==> src/rtl/lpt_pkg.sv <==
package lpt_pkg;

    typedef enum logic [2:0] {
        ST_IDLE,
        ST_ARMED,
        ST_SETUP,
        ST_STROBE,
        ST_HOLD,
        ST_WAIT_ACK
    } tx_state_e;

    // synchronized peripheral status, bit order fixed for the synchronizer
    typedef struct packed {
        logic ack_n;
        logic busy;
    } periph_stat_t;

    // per-byte context captured at acceptance
    typedef struct packed {
        logic auto_q;
        logic go_q;
        logic ack_seen;
    } tx_ctx_t;

    function automatic int unsigned max4(int unsigned a, int unsigned b,
                                         int unsigned c, int unsigned d);
        int unsigned m;
        m = a;
        if (b > m) m = b;
        if (c > m) m = c;
        if (d > m) m = d;
        return m;
    endfunction

endpackage

==> src/rtl/lpt_sync.sv <==
module lpt_sync #(
    parameter int         W       = 2,
    parameter logic [W-1:0] RST_VAL = '0
) (
    input  logic         clk,
    input  logic         rst,
    input  logic [W-1:0] d,
    output logic [W-1:0] q
);
    generate
        for (genvar i = 0; i < W; i++) begin : g_bit
            logic [1:0] stage;
            always_ff @(posedge clk) begin
                if (rst) stage <= {2{RST_VAL[i]}};
                else     stage <= {stage[0], d[i]};
            end
            assign q[i] = stage[1];
        end
    endgenerate
endmodule

==> src/rtl/lpt_ack_watch.sv <==
module lpt_ack_watch (
    input  logic clk,
    input  logic rst,
    input  logic ack_n_s,
    input  logic irq_en,
    output logic ack_rise,
    output logic irq
);
    logic ack_prev;

    always_ff @(posedge clk) begin
        if (rst) begin
            ack_prev <= 1'b1;
            irq      <= 1'b0;
        end else begin
            ack_prev <= ack_n_s;
            irq      <= irq_en & ack_rise;
        end
    end

    assign ack_rise = ack_n_s & ~ack_prev;

    // an interrupt pulse follows a cycle in which acknowledge was high
    assert_irq_after_ack_R9: assert property (@(posedge clk) disable iff (rst)
        irq |-> $past(ack_n_s));

    assert_irq_single_R9: assert property (@(posedge clk) disable iff (rst)
        irq |=> !irq);
endmodule

==> src/rtl/lpt_tx_fsm.sv <==
module lpt_tx_fsm
    import lpt_pkg::*;
#(
    parameter int DW          = 8,
    parameter int SETUP_CYC   = 25,
    parameter int PULSE_CYC   = 25,
    parameter int HOLD_CYC    = 25,
    parameter int TIMEOUT_CYC = 100000
) (
    input  logic          clk,
    input  logic          rst,
    input  logic          auto_mode,
    input  logic          fire,
    input  logic [DW-1:0] in_data,
    input  logic          in_valid,
    output logic          in_ready,
    input  logic          busy_s,
    input  logic          ack_rise,
    output logic [DW-1:0] pd_data,
    output logic          strobe_n,
    output logic          next_req,
    output logic          timeout_err
);
    localparam int unsigned MAXC = max4(SETUP_CYC, PULSE_CYC, HOLD_CYC, TIMEOUT_CYC);
    localparam int CW = $clog2(MAXC + 1);
    localparam logic [CW-1:0] SETUP_LAST = CW'(SETUP_CYC - 1);
    localparam logic [CW-1:0] PULSE_LAST = CW'(PULSE_CYC - 1);
    localparam logic [CW-1:0] HOLD_LAST  = CW'(HOLD_CYC - 1);
    localparam logic [CW-1:0] TOUT_LAST  = CW'(TIMEOUT_CYC - 1);

    tx_state_e       state, nxt;
    tx_ctx_t         ctx;
    logic [CW-1:0]   cnt;
    logic            accept;
    logic            ack_done;
    logic            tout_hit;
    logic            in_flight;

    assign in_ready  = (state == ST_IDLE);
    assign accept    = in_ready & in_valid;
    assign strobe_n  = (state != ST_STROBE);
    assign in_flight = (state == ST_STROBE) || (state == ST_HOLD) || (state == ST_WAIT_ACK);
    assign ack_done  = (state == ST_WAIT_ACK) && (ack_rise || ctx.ack_seen);
    assign tout_hit  = (state == ST_WAIT_ACK) && !ack_done && (cnt == TOUT_LAST);

    always_comb begin
        nxt = state;
        unique case (state)
            ST_IDLE:     if (in_valid) nxt = ST_ARMED;
            ST_ARMED:    if ((ctx.go_q || fire) && !busy_s) nxt = ST_SETUP;
            ST_SETUP:    if (cnt == SETUP_LAST) nxt = ST_STROBE;
            ST_STROBE:   if (cnt == PULSE_LAST) nxt = ST_HOLD;
            ST_HOLD:     if (cnt == HOLD_LAST)  nxt = ST_WAIT_ACK;
            ST_WAIT_ACK: if (ack_done || tout_hit) nxt = ST_IDLE;
            default:     nxt = ST_IDLE;
        endcase
    end

    always_ff @(posedge clk) begin
        if (rst) begin
            state       <= ST_IDLE;
            cnt         <= '0;
            ctx         <= '0;
            pd_data     <= '0;
            next_req    <= 1'b0;
            timeout_err <= 1'b0;
        end else begin
            state    <= nxt;
            cnt      <= (nxt != state) ? '0 : cnt + 1'b1;
            next_req <= ack_done & ctx.auto_q;
            if (accept) begin
                pd_data      <= in_data;
                ctx.auto_q   <= auto_mode;
                ctx.go_q     <= auto_mode;
                ctx.ack_seen <= 1'b0;
                timeout_err  <= 1'b0;
            end else begin
                if (state == ST_ARMED && fire) ctx.go_q <= 1'b1;
                if (in_flight && ack_rise)     ctx.ack_seen <= 1'b1;
                if (tout_hit)                  timeout_err <= 1'b1;
            end
        end
    end

    // no new byte is taken while the strobe is active
    assert_no_ready_in_strobe_R11: assert property (@(posedge clk) disable iff (rst)
        !strobe_n |-> !in_ready);

    // the next-byte request is a single-cycle pulse
    assert_next_req_single_R8: assert property (@(posedge clk) disable iff (rst)
        next_req |=> !next_req);

    // an error flag only appears when the engine is back at idle
    assert_err_idle_R10: assert property (@(posedge clk) disable iff (rst)
        $rose(timeout_err) |-> in_ready);

    // strobe never starts from idle directly
    assert_strobe_after_arm_R7: assert property (@(posedge clk) disable iff (rst)
        $fell(strobe_n) |-> !in_ready);
endmodule

==> src/rtl/lpt_tx.sv <==
module lpt_tx
    import lpt_pkg::*;
#(
    parameter int DW          = 8,
    parameter int SETUP_CYC   = 25,
    parameter int PULSE_CYC   = 25,
    parameter int HOLD_CYC    = 25,
    parameter int TIMEOUT_CYC = 100000
) (
    input  logic          clk,
    input  logic          rst,
    input  logic          auto_mode,
    input  logic          irq_en,
    input  logic          fire,
    input  logic [DW-1:0] in_data,
    input  logic          in_valid,
    output logic          in_ready,
    output logic [DW-1:0] pd_data,
    output logic          strobe_n,
    input  logic          busy_in,
    input  logic          ack_n_in,
    output logic          next_req,
    output logic          irq,
    output logic          timeout_err
);
    localparam int CW = $clog2(max4(SETUP_CYC, PULSE_CYC, HOLD_CYC, 1) + 1);
    localparam logic [CW-1:0] SETUP_V = CW'(SETUP_CYC);
    localparam logic [CW-1:0] PULSE_V = CW'(PULSE_CYC);
    localparam logic [CW-1:0] HOLD_V  = CW'(HOLD_CYC);

    periph_stat_t raw_stat, sync_stat;
    logic         ack_rise;

    assign raw_stat.ack_n = ack_n_in;
    assign raw_stat.busy  = busy_in;

    lpt_sync #(.W(2), .RST_VAL(2'b10)) u_sync (
        .clk (clk),
        .rst (rst),
        .d   (raw_stat),
        .q   (sync_stat)
    );

    lpt_ack_watch u_ack (
        .clk      (clk),
        .rst      (rst),
        .ack_n_s  (sync_stat.ack_n),
        .irq_en   (irq_en),
        .ack_rise (ack_rise),
        .irq      (irq)
    );

    lpt_tx_fsm #(
        .DW(DW), .SETUP_CYC(SETUP_CYC), .PULSE_CYC(PULSE_CYC),
        .HOLD_CYC(HOLD_CYC), .TIMEOUT_CYC(TIMEOUT_CYC)
    ) u_fsm (
        .clk         (clk),
        .rst         (rst),
        .auto_mode   (auto_mode),
        .fire        (fire),
        .in_data     (in_data),
        .in_valid    (in_valid),
        .in_ready    (in_ready),
        .busy_s      (sync_stat.busy),
        .ack_rise    (ack_rise),
        .pd_data     (pd_data),
        .strobe_n    (strobe_n),
        .next_req    (next_req),
        .timeout_err (timeout_err)
    );

    // pin-timing checker counters
    logic [CW-1:0] chk_low, chk_since, chk_hold;
    logic [DW-1:0] chk_pd_q;
    logic          chk_stb_q;

    always_ff @(posedge clk) begin
        if (rst) begin
            chk_low   <= '0;
            chk_since <= '0;
            chk_hold  <= '0;
            chk_pd_q  <= '0;
            chk_stb_q <= 1'b1;
        end else begin
            chk_pd_q  <= pd_data;
            chk_stb_q <= strobe_n;
            chk_low   <= strobe_n ? '0 : chk_low + 1'b1;
            if (pd_data != chk_pd_q)   chk_since <= '0;
            else if (chk_since != SETUP_V) chk_since <= chk_since + 1'b1;
            if (strobe_n && !chk_stb_q) chk_hold <= HOLD_V;
            else if (chk_hold != '0)    chk_hold <= chk_hold - 1'b1;
        end
    end

    assert_strobe_width_R5: assert property (@(posedge clk) disable iff (rst)
        $rose(strobe_n) |-> (chk_low == PULSE_V));

    assert_setup_time_R4: assert property (@(posedge clk) disable iff (rst)
        $fell(strobe_n) |-> (chk_since >= SETUP_V));

    assert_hold_time_R6: assert property (@(posedge clk) disable iff (rst)
        (chk_hold != '0) |-> $stable(pd_data));
endmodule

==> config.mk <==
export PLATFORM = sky130hd
export DESIGN_NAME = lpt_tx
export DESIGN_NICKNAME = d
export VERILOG_FILES = /design/src/rtl/lpt_pkg.sv /design/src/rtl/lpt_sync.sv /design/src/rtl/lpt_ack_watch.sv /design/src/rtl/lpt_tx_fsm.sv /design/src/rtl/lpt_tx.sv
export SDC_FILE = /design/constraint.sdc
export NUM_CORES = 1
export LEC_CHECK = 0
export ABC_AREA = 1
export BUFFER_PORTS_ARGS = -buffer_cell sky130_fd_sc_hd__buf_2
export CAP_MARGIN = 20
export CORE_UTILIZATION = 45
export CTS_BUF_LIST = sky130_fd_sc_hd__clkbuf_4
export DETAILED_ROUTE_END_ITERATION = 10
export PLACE_DENSITY = 0.68
export RECOVER_POWER = 100
export SYNTH_ARGS = -nofsm -noshare
export SYNTH_HDL_FRONTEND = slang
export SYNTH_SLANG_ARGS = --single-unit
==> constraint.sdc <==
create_clock -name clk -period 1.6 [get_ports clk]
set_input_delay 0 -clock clk [delete_from_list [all_inputs] [get_ports clk]]
set_output_delay 0 -clock clk [all_outputs]
set_load 0.01 [all_outputs]
* Word-level counts from Yosys, hierarchy flattened
Index checks and enable logic that the tools add are counted.
** Word-level totals
- Logic and storage cells :: 54
- Output and inout port bits :: 13
- Bits of input ports :: 16
- Bits in registers :: 39
** Cells by class
- Eq/ne operators :: 9
- Mux-type cells :: 10
- Bitwise logic cells :: 5
- Reductions and logical operators :: 17
- Add/sub/neg operators :: 1
** Operators by type and width (number)
- 3-bit 2-to-1 mux :: 6
- 3-bit one-hot mux with 6 select lines :: 1
- 17-bit by 1-bit adder with 17-bit output, second input constant :: 1
- 17-bit equality test, second input constant :: 1
- 17-bit by 5-bit equality test with 1-bit output, second input constant :: 1
- 3-bit by 2-bit equality test with 1-bit output, second input constant :: 2
- 3-bit equality test, second input constant :: 2
- 1-bit logical AND :: 6
- 1-bit logical OR :: 5
- 1-bit bitwise AND :: 4
- 2-bit OR reduction :: 2
- 3-bit by 1-bit equality test with 1-bit output, second input constant :: 1
- 3-bit logical NOT :: 1
- 3-bit by 2-bit inequality test with 1-bit output, second input constant :: 1
- 3-bit inequality test :: 1
- 1-bit logical NOT :: 2
- 1-bit 2-to-1 mux :: 2
- 2-bit 2-to-1 mux :: 1
- 2-bit nonzero test :: 1
- 1-bit inverter :: 1

* Depth between registers and ports, before layout
Gate-level depths: netlist of the first run.
- Word-level depth :: 12
- Depth in mapped cells :: 14
- Gate-level depth less buffers :: 13

* Cells and area by module
A second synthesis of the first run with hierarchy kept.
** Second synthesis, totals
- Cell total of the unflattened synthesis :: 243
- Area, all modules :: 1808.0 µm²
** By module, submodules not included
- lpt_tx_fsm :: instances 1, seq. area each 660.6 µm², area an instance 1610.3 µm², cells an instance 219
- lpt_sync :: instances 1, seq. area each 80.1 µm², area an instance 128.9 µm², cells an instance 15
- lpt_ack_watch :: instances 1, seq. area each 40.0 µm², area an instance 68.8 µm², cells an instance 9

* Least setup slack after synthesis of the first run
Ideal clock, no wire load.
- Path type :: register -> register
- From :: reg u_fsm.cnt[0]
- To :: reg u_fsm.cnt[12]
- Data required time :: 1.479 ns
- Arrival :: 1.446 ns
- Path slack :: 0.034 ns
- Stages on the path, launching flop included :: 12
- Cells stage by stage :: dfxtp_1 > ha_1 > nand3_2 > clkinv_2 > nand2_1 > nor2_1 > nand2_1 > nand2_2 > nand3_2 > nand3_4 > buf_12 > nor2_4
** Between the ends
- Longest elaborated chain between the ends :: 7
- Elaborated cells between the ends (all ways) :: 12
- Classes of those cells :: 1 x add/sub; 3 x eq/ne; 5 x mux; 3 x reduce/logical
** Ends and longest elaborated chain
- start, declared :: RTL line lpt_tx_fsm.sv:33 : logic [CW-1:0] cnt;
- start signal, assigned :: RTL line lpt_tx_fsm.sv:69 : cnt <= (nxt != state) ? '0 : cnt + 1'b1;
- 17-bit equality test :: RTL line lpt_tx_fsm.sv:44 : assign tout_hit = (state == ST_WAIT_ACK) && !ack_done && (cnt == TOUT_LAST);
- 1-bit logical AND :: RTL line lpt_tx_fsm.sv:44
- 1-bit logical OR :: RTL line lpt_tx_fsm.sv:54 : ST_WAIT_ACK: if (ack_done || tout_hit) nxt = ST_IDLE;
- 3-bit 2-to-1 mux :: RTL line lpt_tx_fsm.sv:54
- 3-bit one-hot mux with 6 select lines :: RTL line lpt_tx_fsm.sv:48 : unique case (state)
- 3-bit inequality test :: RTL line lpt_tx_fsm.sv:69
- 2-bit OR reduction (no line)
Parallel ways exist; a longest one is shown, timed or not.
A chain may end at the register's enable or synchronous reset.

* Worst setup path after layout of the first run
- From :: reg u_fsm.cnt[0]
- To :: reg u_fsm.cnt[14]
The elaborated chain is that of the path after synthesis.

==> impl_metrics.py, run 1 <==
metrics = {
    "cts": {
        "clkTransAtPathRegs_ns": 0.12,
        "cts_root_buf": "clkbuf_4",
        "htreeDepth": 2,
        "cts_tree": "built",
        "clk_latency_ns": 0.35,
        "cts_buffer_depth": 2,
        "cts_buffers": 5,
        "cts.sinks": 39,
    },
    "die": {
        "row_count": 23,
        "die_area_um2": 4460,
        "fp.dieH_um": 66.8,
        "start_util": 0.469,
        "fp.coreArea_um2": 4030,
        "die_w_um": 66.8,
        "ioPinCount": 29,
    },
    "logic_synthesis": {
        "synth_cell_types": 32,
        "syn_nets": 259,
        "synth_seq_cells": 39,
        "netlist_area_um2": 1890,
        "seq_area_frac_synth": 0.413,
        "avgSynthCellArea_um2": 7.84,
        "synth_cells": 241,
        "ys_warn_count": 0,
    },
    "power": {
        "p_leak_nw": 0.981,
        "internal_power_mw": 1.38,
        "swShare": 0.279,
        "ir_drop_mv": 0.640,
        "pwr-share-comb": 0.191,
        "clkPwrFrac": 0.268,
        "switching_power_mw": 0.535,
        "power_density_nw_per_um2": 780,
        "p_seq_frac": 0.542,
    },
    "drt": {
        "wl_per_cell_um": 10.8,
        "route.detailed.drc": 0,
        "dr.pass1.iters": 4,
        "via_count": 1629,
        "antenna_left": 0,
        "routed_via_density": 4.59,
        "wirelength_mm": 3.82,
        "drtIter0Drc": 42,
    },
    "global_routing": {
        "grt_overflow": 0,
        "grt_pass1_wl_mm": 6.33,
        "antenna_found_initial": 0,
        "grt_pass1_vias": 1518,
        "grt_max_degree": 20,
        "grt_use_total": 0.189,
    },
    "worst_setup_path": {
        "crit_buf_inv": 2,
        "crit_required_ns": 1.90,
        "critPathSlowestCell": "dfxtp_2",
        "arrival_ns": 1.92,
        "cp-start-kind": "register",
        "path_cells": "ha_2 -> nand3_2 -> clkinv_2 -> buf_4 -> nand3_2 -> or2_4 -> nor2_4 -> nand2_1 -> nand2_1 -> nand2_1 -> nor2_4",
        "crit_family": "simple AND/OR/NAND/NOR gates",
        "endpoint_kind": "register",
        "worst-path-max-fanout": 3,
        "slowest_delay_ns": 0.36,
        "cp_common_cell": "nand2_1",
        "criticalPathCategory": "reg2reg",
    },
    "timing": {
        "slew_viol_final": 0,
        "fin_hold_ws_ns": 0.0224,
        "hold_viol": 0,
        "setup_tns_ns": -0.110,
        "finClkSkew_ns": 0.0170,
        "timing.final.ws_setup_ns": -0.0172,
        "max_freq_mhz": 618,
        "period_share": 1.01,
        "finalCriticalPeriod_ns": 1.62,
        "setup_viol": 10,
        "relSlewSlack": 0.762,
        "worst_slew_pin_slew_ns": 0.354,
        "rsz0062_at_grt": "true",
    },
    "placed_design": {
        "dp.cells": 332,
        "hpwl_mm": 2.78,
        "io_buffers": 28,
        "gp_congestion": 0.847,
        "placed_cell_area_um2": 2220,
    },
    "layout": {
        "fin_util": 0.611,
        "design_area_um2": 2460,
        "fin_nets": 322,
        "fillCellCount": 377,
        "diodes": 0,
        "area_delta_synth_final_pct": 30.3,
        "stdcell_count": 355,
        "drive_above_1_share": 0.302,
    },
    "status": {
        "outcome": "finished, violations left",
        "failed_checks": "negative setup slack",
    },
    "hold_path": {
        "hold_path.class": "in2reg",
    },
    "run": {
        "cap_violations": 0,
    },
}
==> sequential cells by signal, indices dropped and copies added, names as in the netlist <==
signal and flops:
u_fsm.cnt 17, u_fsm.pd_data 8, u_sync.g_bit.stage 4, u_fsm.ctx 3
u_fsm.state 3, u_ack.ack_prev 1, u_ack.irq 1, u_fsm.next_req 1
u_fsm.timeout_err 1
==> layout by cell type, fill, tap and decap left out, types with 5 or more instances in the layout <==
master	netlist	layout
dlygate4sd3_1	0	13
nor2_2	2	5
a21oi_1	12	12
buf_2	1	16
xor2_1	10	10
inv_1	30	27
nand2_1	49	49
buf_4	0	16
dfxtp_1	39	37
clkbuf_4	0	7
nor2_1	31	25
inv_2	3	5
nor2_4	13	16
nand2_2	5	5
clkbuf_1	2	12
nand3_1	12	12
==> synth_stat cells <==
cell,instances,area (um2)
clkinv_2,1,5.00
or2_2,3,18.8
xnor2_1,4,35.0
buf_6,1,11.3
ha_1,2,25.0
nand3_1,12,60.1
nor2_1,31,116
nand3_4,1,17.5
a31oi_1,1,6.26
clkinv_1,1,3.75
nand2_1,49,184
buf_12,1,20.0
nand3b_1,1,7.51
a21oi_4,1,16.3
o21ai_0,3,15.0
nand3_2,4,40.0
nor2_4,13,146
nor4_1,2,12.5
inv_2,3,11.3
o21bai_1,1,7.51
nor3_1,2,10.0
buf_2,1,5.00
o21ai_1,1,5.00
a311oi_1,1,8.76
xor2_1,10,87.6
clkbuf_1,2,7.51
dfxtp_1,39,781
nand2_2,5,31.3
or2_4,1,8.76
inv_1,30,113
nor2_2,2,12.5
a21oi_1,12,60.1
==> worst register-to-register path, delay by kind of cell, from the launching register on <==
kind | cells | cell delay (ns)
fa+ha+maj | 1 | 0.19
buf+inv | 2 | 0.17
flops | 1 | 0.36
simple gates | 8 | 0.86
==> what timing repair did <==
item                                   CTS  global route
setup buffers                            1             1
hold buffers                            13             0
gates resized for setup                  4            15
endpoints found under the hold margin   13             0
pin swaps                                0             3
setup endpoints to repair               17            19
==> power by group through the flow <==
| stage | sequential, mW | combinational [mW] | clock [mW] |
|---|---|---|---|
| 2_1_floorplan | 1.06 | 0.186 | 0 |
| 3_3_place_gp | 1.06 | 0.315 | 0 |
| 3_5_place_dp | 1.06 | 0.319 | 0 |
| 4_1_cts | 1.04 | 0.344 | 0.536 |
| 5_1_grt | 1.04 | 0.399 | 0.577 |
| 6_report | 1.04 | 0.366 | 0.513 |
==> cell type report <==
class	instances	area [um2]	share of cell area
multi-input combinational	162	981	0.399
inverter	35	136	0.0554
sequential	39	783	0.318
tap	50	62.6	0.0254
clock inverter	1	5.00	0.00203
clock buffer	7	52.6	0.0214
timing repair buffer	61	440	0.179
==> kinds of logic after synthesis <==
group | Yosys count | share of synthesized area
xor+xnor | 14 | 0.0649
buf+inv | 40 | 0.0934
simple gates | 126 | 0.352
flops | 39 | 0.413
fa+ha+maj | 2 | 0.0132
compound gates | 20 | 0.0629
==> metal layers <==
metal,track usage,share of wire,vias to the layer above
met5,0,0,-
met4,0.0718,0.018,0
met3,0.0531,0.029,7
met2,0.304,0.48,23
met1,0.237,0.48,733
li1,-,-,866
==> through the flow <==
step,power (mW),setup WS [ns]
5_1_grt,2.02,-0.155
6_report,1.92,-0.0172
2_1_floorplan,1.25,0.0338
4_1_cts,1.92,-0.0207
3_3_place_gp,1.37,-0.0106
3_5_place_dp,1.38,-0.0301
==> worst paths after layout <==
kind,from,end,slack (ns),cells after the start
setup reg to reg,u_fsm.cnt[0]$_SDFF_PP0_,u_fsm.cnt[14]$_SDFF_PP0_,-0.02,11
hold reg to reg,u_sync.g_bit[0].stage[0]$_SDFF_PP0_,u_sync.g_bit[0].stage[1]$_SDFF_PP0_,0.41,2
setup / recovery,u_fsm.cnt[0]$_SDFF_PP0_,u_fsm.cnt[14]$_SDFF_PP0_,-0.02,11
hold / removal,rst,u_sync.g_bit[0].stage[1]$_SDFF_PP0_,0.02,2
Note: power is estimated with default switching activity, not from simulation.
==> run 2, diff against run 1 <==
==> constraint.sdc (replaced) <==
create_clock -name clk -period 1.6 [get_ports clk]
set_input_delay 0.48 -clock clk [delete_from_list [all_inputs] [get_ports clk]]
set_output_delay 0.48 -clock clk [all_outputs]
set_load 0.01 [all_outputs]
==> run 2 against run 1 <==
Compared with the run above: the flow still finishes with violations (negative setup slack); sequential cell count did not move; non-clock buffer count fell by 15; combinational power fell by 11%; sequential power barely moved; via count fell by 4.1%; critical path type is now reg2out; clock power rose by 28%; final area fell by 5.4%; count of clock-buffer cells in the layout fell by 2; worst hold slack improved by 0.28 ns.
==> impl_metrics.py, run 2 (same netlist as run 1, synthesis figures left out) <==
metrics = {
    "global_routing": {
        "grt_util_met2": 0.263,
        "grt_use_total": 0.179,
        "grt_pass1_wl_mm": 5.83,
        "grt_max_degree": 14,
        "grtUsageMet1": 0.239,
        "grt_use_met3": 0.0514,
        "antenna_found_initial": 0,
        "grt_pass1_vias": 1341,
        "top_usage_layer": "met2",
        "grt_overflow": 0,
    },
    "drt": {
        "wirelength_mm": 3.60,
        "antenna_left": 0,
        "dr.pass1.iters": 4,
        "wl_per_cell_um": 10.6,
        "drtIter0Drc": 71,
        "routed_via_density": 4.60,
        "via_count": 1563,
        "route.detailed.drc": 0,
    },
    "power": {
        "p_total_mw": 2.03,
        "ir_drop_mv": 0.513,
        "power_density_nw_per_um2": 870,
        "p_leak_nw": 0.928,
    },
    "hold_path": {
        "hold_path.class": "in2reg",
    },
    "cts": {
        "clkTransAtPathRegs_ns": 0.12,
        "cts_root_buf": "clkbuf_4",
        "cts_tree": "built",
        "clk_latency_ns": 0.35,
        "cts_buffers": 5,
        "htreeDepth": 2,
        "cts.sinks": 39,
        "cts_buffer_depth": 2,
    },
    "layout": {
        "final_cell_mix": "nand2_1, dfxtp_1, inv_1, nor2_1, buf_2",
        "drive_above_1_share": 0.310,
        "fillCellCount": 399,
        "top_register": "u_fsm.cnt",
        "multi_input_area_um2": 976,
        "layout_commonest_cell": "nand2_1",
        "fin_nets": 307,
        "fin_util": 0.578,
        "diodes": 0,
        "seqCellArea_um2": 791,
        "area_delta_synth_final_pct": 23.2,
        "largest_reg_flops": 17,
        "largest_registers": "u_fsm.cnt x17, u_fsm.pd_data x8, u_sync.g_bit.stage x4",
    },
    "timing": {
        "fin_hold_ws_ns": 0.305,
        "finClkSkew_ns": 0.00974,
        "worst_slew_pin_slew_ns": 0.601,
        "setup_tns_ns": -0.714,
        "relSlewSlack": 0.599,
        "timing.final.ws_setup_ns": -0.0601,
        "hold_viol": 0,
        "setup_viol": 18,
        "period_share": 1.04,
        "slew_viol_final": 0,
        "rsz0062_at_grt": "true",
        "finalCriticalPeriod_ns": 1.66,
        "max_freq_mhz": 602,
    },
    "worst_setup_path": {
        "slowest_delay_ns": 0.41,
        "crit_required_ns": 1.12,
        "criticalPathCategory": "reg2out",
        "critPathSlowestCell": "dfxtp_4",
        "endpoint_kind": "output port",
        "cp-start-kind": "register",
        "path_cells": "buf_4 -> nand3_2 -> buf_6",
        "arrival_ns": 1.18,
        "worst-path-max-fanout": 4,
    },
    "die": {
        "die_w_um": 66.8,
        "row_count": 23,
        "start_util": 0.469,
        "die_area_um2": 4460,
        "fp.coreArea_um2": 4030,
        "ioPinCount": 29,
        "fp.dieH_um": 66.8,
    },
    "placed_design": {
        "preCtsSetupSlack_ns": -0.0321,
        "gp_congestion": 0.851,
        "hpwl_mm": 2.62,
        "io_buffers": 28,
    },
    "status": {
        "failed_checks": "negative setup slack",
        "outcome": "finished, violations left",
    },
    "run": {
        "cap_violations": 0,
    },
}
run 2: cell count changes in the layout (fill, tap and decap cells not counted), sizes merged:
cell         change
buf              -3
inv              +1
clkbuf           -1
dlygate4sd3     -13
clkinv           +1
bufinv           +1
clkinvlp         -1
run 2: repair_timing:
action                                  CTS  global route
pin swaps                                 0             2
hold endpoints to repair                  0             0
gates resized for setup                  15             8
setup buffers                             3             1
endpoints found under the setup margin   19            19
hold buffers                              0             0
run 2: per-layer routing:
metal / routed length, um / share of wire
met4: 82 / 0.023
met5: 0 / 0
met1: 1750 / 0.49
met2: 1660 / 0.46
met3: 103 / 0.029
run 2: path summary, 6_finish.rpt:
| kind | endpoint | cells after the start | startpoint | slack (ns) |
|---|---|---|---|---|
| worst min register to register | u_sync.g_bit[0].stage[1]$_SDFF_PP0_ | 2 | u_sync.g_bit[0].stage[0]$_SDFF_PP0_ | 0.41 |
| worst max register to register | u_fsm.cnt[6]$_SDFF_PP0_ | 13 | u_fsm.cnt[0]$_SDFF_PP0_ | -0.06 |
| worst max-delay path | strobe_n | 3 | u_fsm.state[1]$_SDFF_PP0_ | -0.06 |
| worst min-delay path | u_sync.g_bit[1].stage[0]$_SDFF_PP1_ | 2 | ack_n_in | 0.31 |
run 2: where the power goes:
part	switching (mW)	internal, mW	total [mW]
combinational	0.185	0.140	0.325
sequential	0.0294	1.01	1.04
clock	0.328	0.329	0.657
run 2: metrics by stage:
step | instances | cell area [um2]
after floorplan | 241 | 1890
after global placement | 328 | 2180
after detailed placement | 328 | 2180
after CTS | 339 | 2320
after global routing | 340 | 2330
final | 340 | 2330
run 2: layout make-up:
type	instances	area share
timing repair buffer	46	0.122
multi-input combinational	162	0.419
inverter	35	0.0570
clock buffer	5	0.0161
clock inverter	3	0.0188
sequential	39	0.340
tap	50	0.0269
run 2: critical path: cells and delay by family, from the launching register on:
family,cells,cell delay [ns]
flops,1,0.41
buf+inv,2,0.28
simple gates,1,0.14
==> run 3, diff against run 2 <==
Settings changed: ABC_AREA 1 to not set, CTS_CLUSTER_SIZE set to 14, PLACE_DENSITY 0.68 to 0.69.
==> run 3 against run 2 <==
Compared with the run above: the run still ends with negative setup slack left; die area is 7.8% lower; largest power group unchanged; worst setup slack worse by 0.24 ns; sequential share of layout area decreased by 0.087 points; highest routed layer unchanged; largest cell class unchanged; synthesized area decreased by 8.1%; critical path type is now reg2reg.
==> impl_metrics.py, run 3 <==
metrics = {
    "status": {
        "outcome": "finished, violations left",
        "failed_checks": "negative setup slack",
    },
    "layout": {
        "largest_registers": "u_fsm.cnt x17, u_fsm.pd_data x8, u_sync.g_bit.stage x4",
        "area_delta_synth_final_pct": 33.5,
        "fin_nets": 286,
        "final_cell_mix": "buf_4, dfxtp_1, nand2_1, nor2_1, buf_2",
        "diodes": 0,
        "largest_reg_flops": 17,
        "top_register": "u_fsm.cnt",
        "layout_commonest_cell": "buf_4",
        "drive_above_1_share": 0.321,
    },
    "timing": {
        "slew_viol_final": 0,
        "setup_viol": 23,
        "relSlewSlack": 0.460,
        "finClkSkew_ns": 0.0101,
        "hold_viol": 0,
        "setup_tns_ns": -6.07,
        "finalCriticalPeriod_ns": 1.90,
        "worst_slew_pin_slew_ns": 0.810,
        "period_share": 1.19,
        "timing.final.ws_setup_ns": -0.303,
        "max_freq_mhz": 526,
        "rsz0062_at_grt": "true",
    },
    "power": {
        "p_leak_nw": 0.924,
        "ir_drop_mv": 0.885,
        "p_total_mw": 1.81,
        "internal_power_mw": 1.32,
        "switching_power_mw": 0.491,
        "power_density_nw_per_um2": 780,
        "swShare": 0.272,
        "clkPwrFrac": 0.254,
        "p_seq_frac": 0.573,
        "pwr-share-comb": 0.173,
    },
    "logic_synthesis": {
        "synth_cells": 197,
        "avgSynthCellArea_um2": 8.82,
        "synth_top_cell_area_share": 0.450,
        "synth_seq_cells": 39,
        "ys_top_cells_by_count": "dfxtp_1, nand2_1, nor2_1, a21oi_1, xnor2_1",
        "yosysTopAreaCell": "dfxtp_1",
        "syn_nets": 215,
        "ys_warn_count": 0,
        "async_flop_share": 0,
        "synth_edf_count": 0,
        "seq_area_frac_synth": 0.450,
        "netlist_area_um2": 1740,
        "synthTopCellsByArea": "dfxtp_1, nand2_1, nor2_1, xnor2_1, xor2_1",
        "synthFlopType": "dfxtp_1",
        "synth_cell_types": 43,
        "yosys.cell_count.top_type": "dfxtp_1",
    },
    "die": {
        "start_util": 0.471,
        "fp.dieH_um": 64.1,
        "fp.coreArea_um2": 3690,
        "die_w_um": 64.1,
        "ioPinCount": 29,
        "row_count": 22,
        "die_area_um2": 4110,
    },
    "hold_path": {
        "hold_path.class": "in2reg",
        "hold_path_depth": 2,
        "hold_path_end": "u_sync.g_bit[1].stage[0]$_SDFF_PP1_",
        "hp-start": "ack_n_in",
    },
    "worst_setup_path": {
        "slowest_delay_ns": 0.54,
        "worst-path-max-fanout": 17,
        "r2r_end": "u_fsm.cnt[14]$_SDFF_PP0_",
        "cp-start-kind": "register",
        "critPathSlowestCell": "or4bb_4",
        "ff2ff_setup_slack_ns": -0.30,
        "reg2regPathDepth": 9,
        "crit_required_ns": 1.83,
        "arrival_ns": 2.14,
        "path_cells": "inv_2 -> ha_1 -> or4bb_4 -> nor4_4 -> buf_4 -> a2111oi_4 -> a21oi_4 -> buf_12 -> nor2_1",
        "endpoint_kind": "register",
        "criticalPathCategory": "reg2reg",
        "rr_startpoint": "u_fsm.cnt[0]$_SDFF_PP0_",
    },
    "drt": {
        "route.detailed.drc": 0,
        "routed_via_density": 4.91,
        "via_count": 1552,
        "wl_per_cell_um": 11.4,
        "dr.pass1.iters": 4,
        "antenna_left": 0,
        "drtIter0Drc": 55,
        "wirelength_mm": 3.60,
    },
    "cts": {
        "htreeDepth": 2,
        "cts_buffers": 5,
        "cts_tree": "built",
        "clk_latency_ns": 0.34,
        "clkTransAtPathRegs_ns": 0.11,
        "cts_buffer_depth": 2,
        "cts.sinks": 39,
        "cts_root_buf": "clkbuf_4",
    },
    "global_routing": {
        "grt_max_degree": 21,
        "antenna_found_initial": 0,
        "grt_overflow": 0,
        "grt_pass1_wl_mm": 6.00,
        "grt_use_total": 0.188,
        "grt_pass1_vias": 1443,
    },
    "placed_design": {
        "gp_congestion": 0.842,
        "io_buffers": 28,
        "hpwl_mm": 2.65,
    },
    "run": {
        "cap_violations": 0,
    },
}
-- run 3: repair_timing --
action,4_1_cts,5_1_grt
hold endpoints to repair,0,0
setup endpoints to repair,23,23
hold buffers,0,0
buffers inserted,5,3
gates resized for setup,13,3
pin swaps,2,4
-- run 3: worst max-delay path: cells and delay by family (launching register included) --
kind / cells / cell delay [ns]
AND/OR/NAND/NOR: 3 / 0.73
flip-flops: 1 / 0.34
AO/OA/AOI/OAI: 2 / 0.24
adder cells (fa/ha/maj): 1 / 0.12
buffers and inverters: 3 / 0.37
-- run 3: how the worst max path moves through the flow --
stage	startpoint	endpoint	slack (ns)	depth (start not counted)
global route	u_fsm.cnt[0]$_SDFF_PP0_	u_fsm.cnt[1]$_SDFF_PP0_	-0.40	9
global placement	u_fsm.cnt[0]$_SDFF_PP0_	u_fsm.state[0]$_SDFF_PP0_	-0.31	8
floorplan	u_fsm.cnt[0]$_SDFF_PP0_	u_fsm.cnt[14]$_SDFF_PP0_	-0.34	8
CTS	u_fsm.cnt[0]$_SDFF_PP0_	u_fsm.cnt[1]$_SDFF_PP0_	-0.30	9
finish	u_fsm.cnt[0]$_SDFF_PP0_	u_fsm.cnt[14]$_SDFF_PP0_	-0.30	9
detailed placement	u_fsm.cnt[1]$_SDFF_PP0_	u_fsm.state[0]$_SDFF_PP0_	-0.32	8
-- run 3: area by class of cell --
| cell class | instances | area, um2 |
|---|---|---|
| Tap cell | 48 | 60.1 |
| Clock inverter | 2 | 8.76 |
| Inverter | 6 | 22.5 |
| Multi-Input combinational cell | 144 | 927 |
| Clock buffer | 5 | 37.5 |
| Timing Repair Buffer | 72 | 477 |
| Fill cell | 331 | 1370 |
| Sequential cell | 39 | 786 |
-- run 3: power by group through the flow --
stage / logic (mW) / clock network [mW] / registers [mW]
5_1_grt: 0.342 / 0.516 / 1.04
3_5_place_dp: 0.281 / 0 / 1.06
6_report: 0.312 / 0.460 / 1.04
4_1_cts: 0.312 / 0.475 / 1.03
2_1_floorplan: 0.158 / 0 / 1.06
3_3_place_gp: 0.276 / 0 / 1.06
-- run 3: per-layer routing --
layer	wire length, um	global-route usage	part of all wire	up-vias
met2	1690	0.303	0.47	26
met1	1730	0.240	0.48	701
met4	65	0.0694	0.018	0
met3	115	0.0482	0.032	6
li1	-	-	-	819
met5	0	0	0	-
-- run 3: metrics by stage --
step	cell area [um2]	worst slack (ns)	utilization	std cells	hold WS [ns]
floorplan	1740	-0.336	-	197	0.389
global placement	2190	-0.310	0.593	301	0.393
detailed placement	2190	-0.324	0.593	301	0.394
CTS	2320	-0.298	0.629	313	0.308
global route	2320	-0.403	0.629	316	0.323
finish	2320	-0.303	0.629	316	0.315
-- run 3: cells by family (layout without fill, tap and decap cells) --
logic type	Yosys count	in the layout	share of synthesized area
AOI/OAI and AO/OA	27	27	0.105
xor gates and xnor gates	17	17	0.0857
adders and majority gates	2	2	0.0144
buffers and inverters	14	85	0.0353
DFF	39	39	0.450
and+or+nand+nor	98	98	0.310
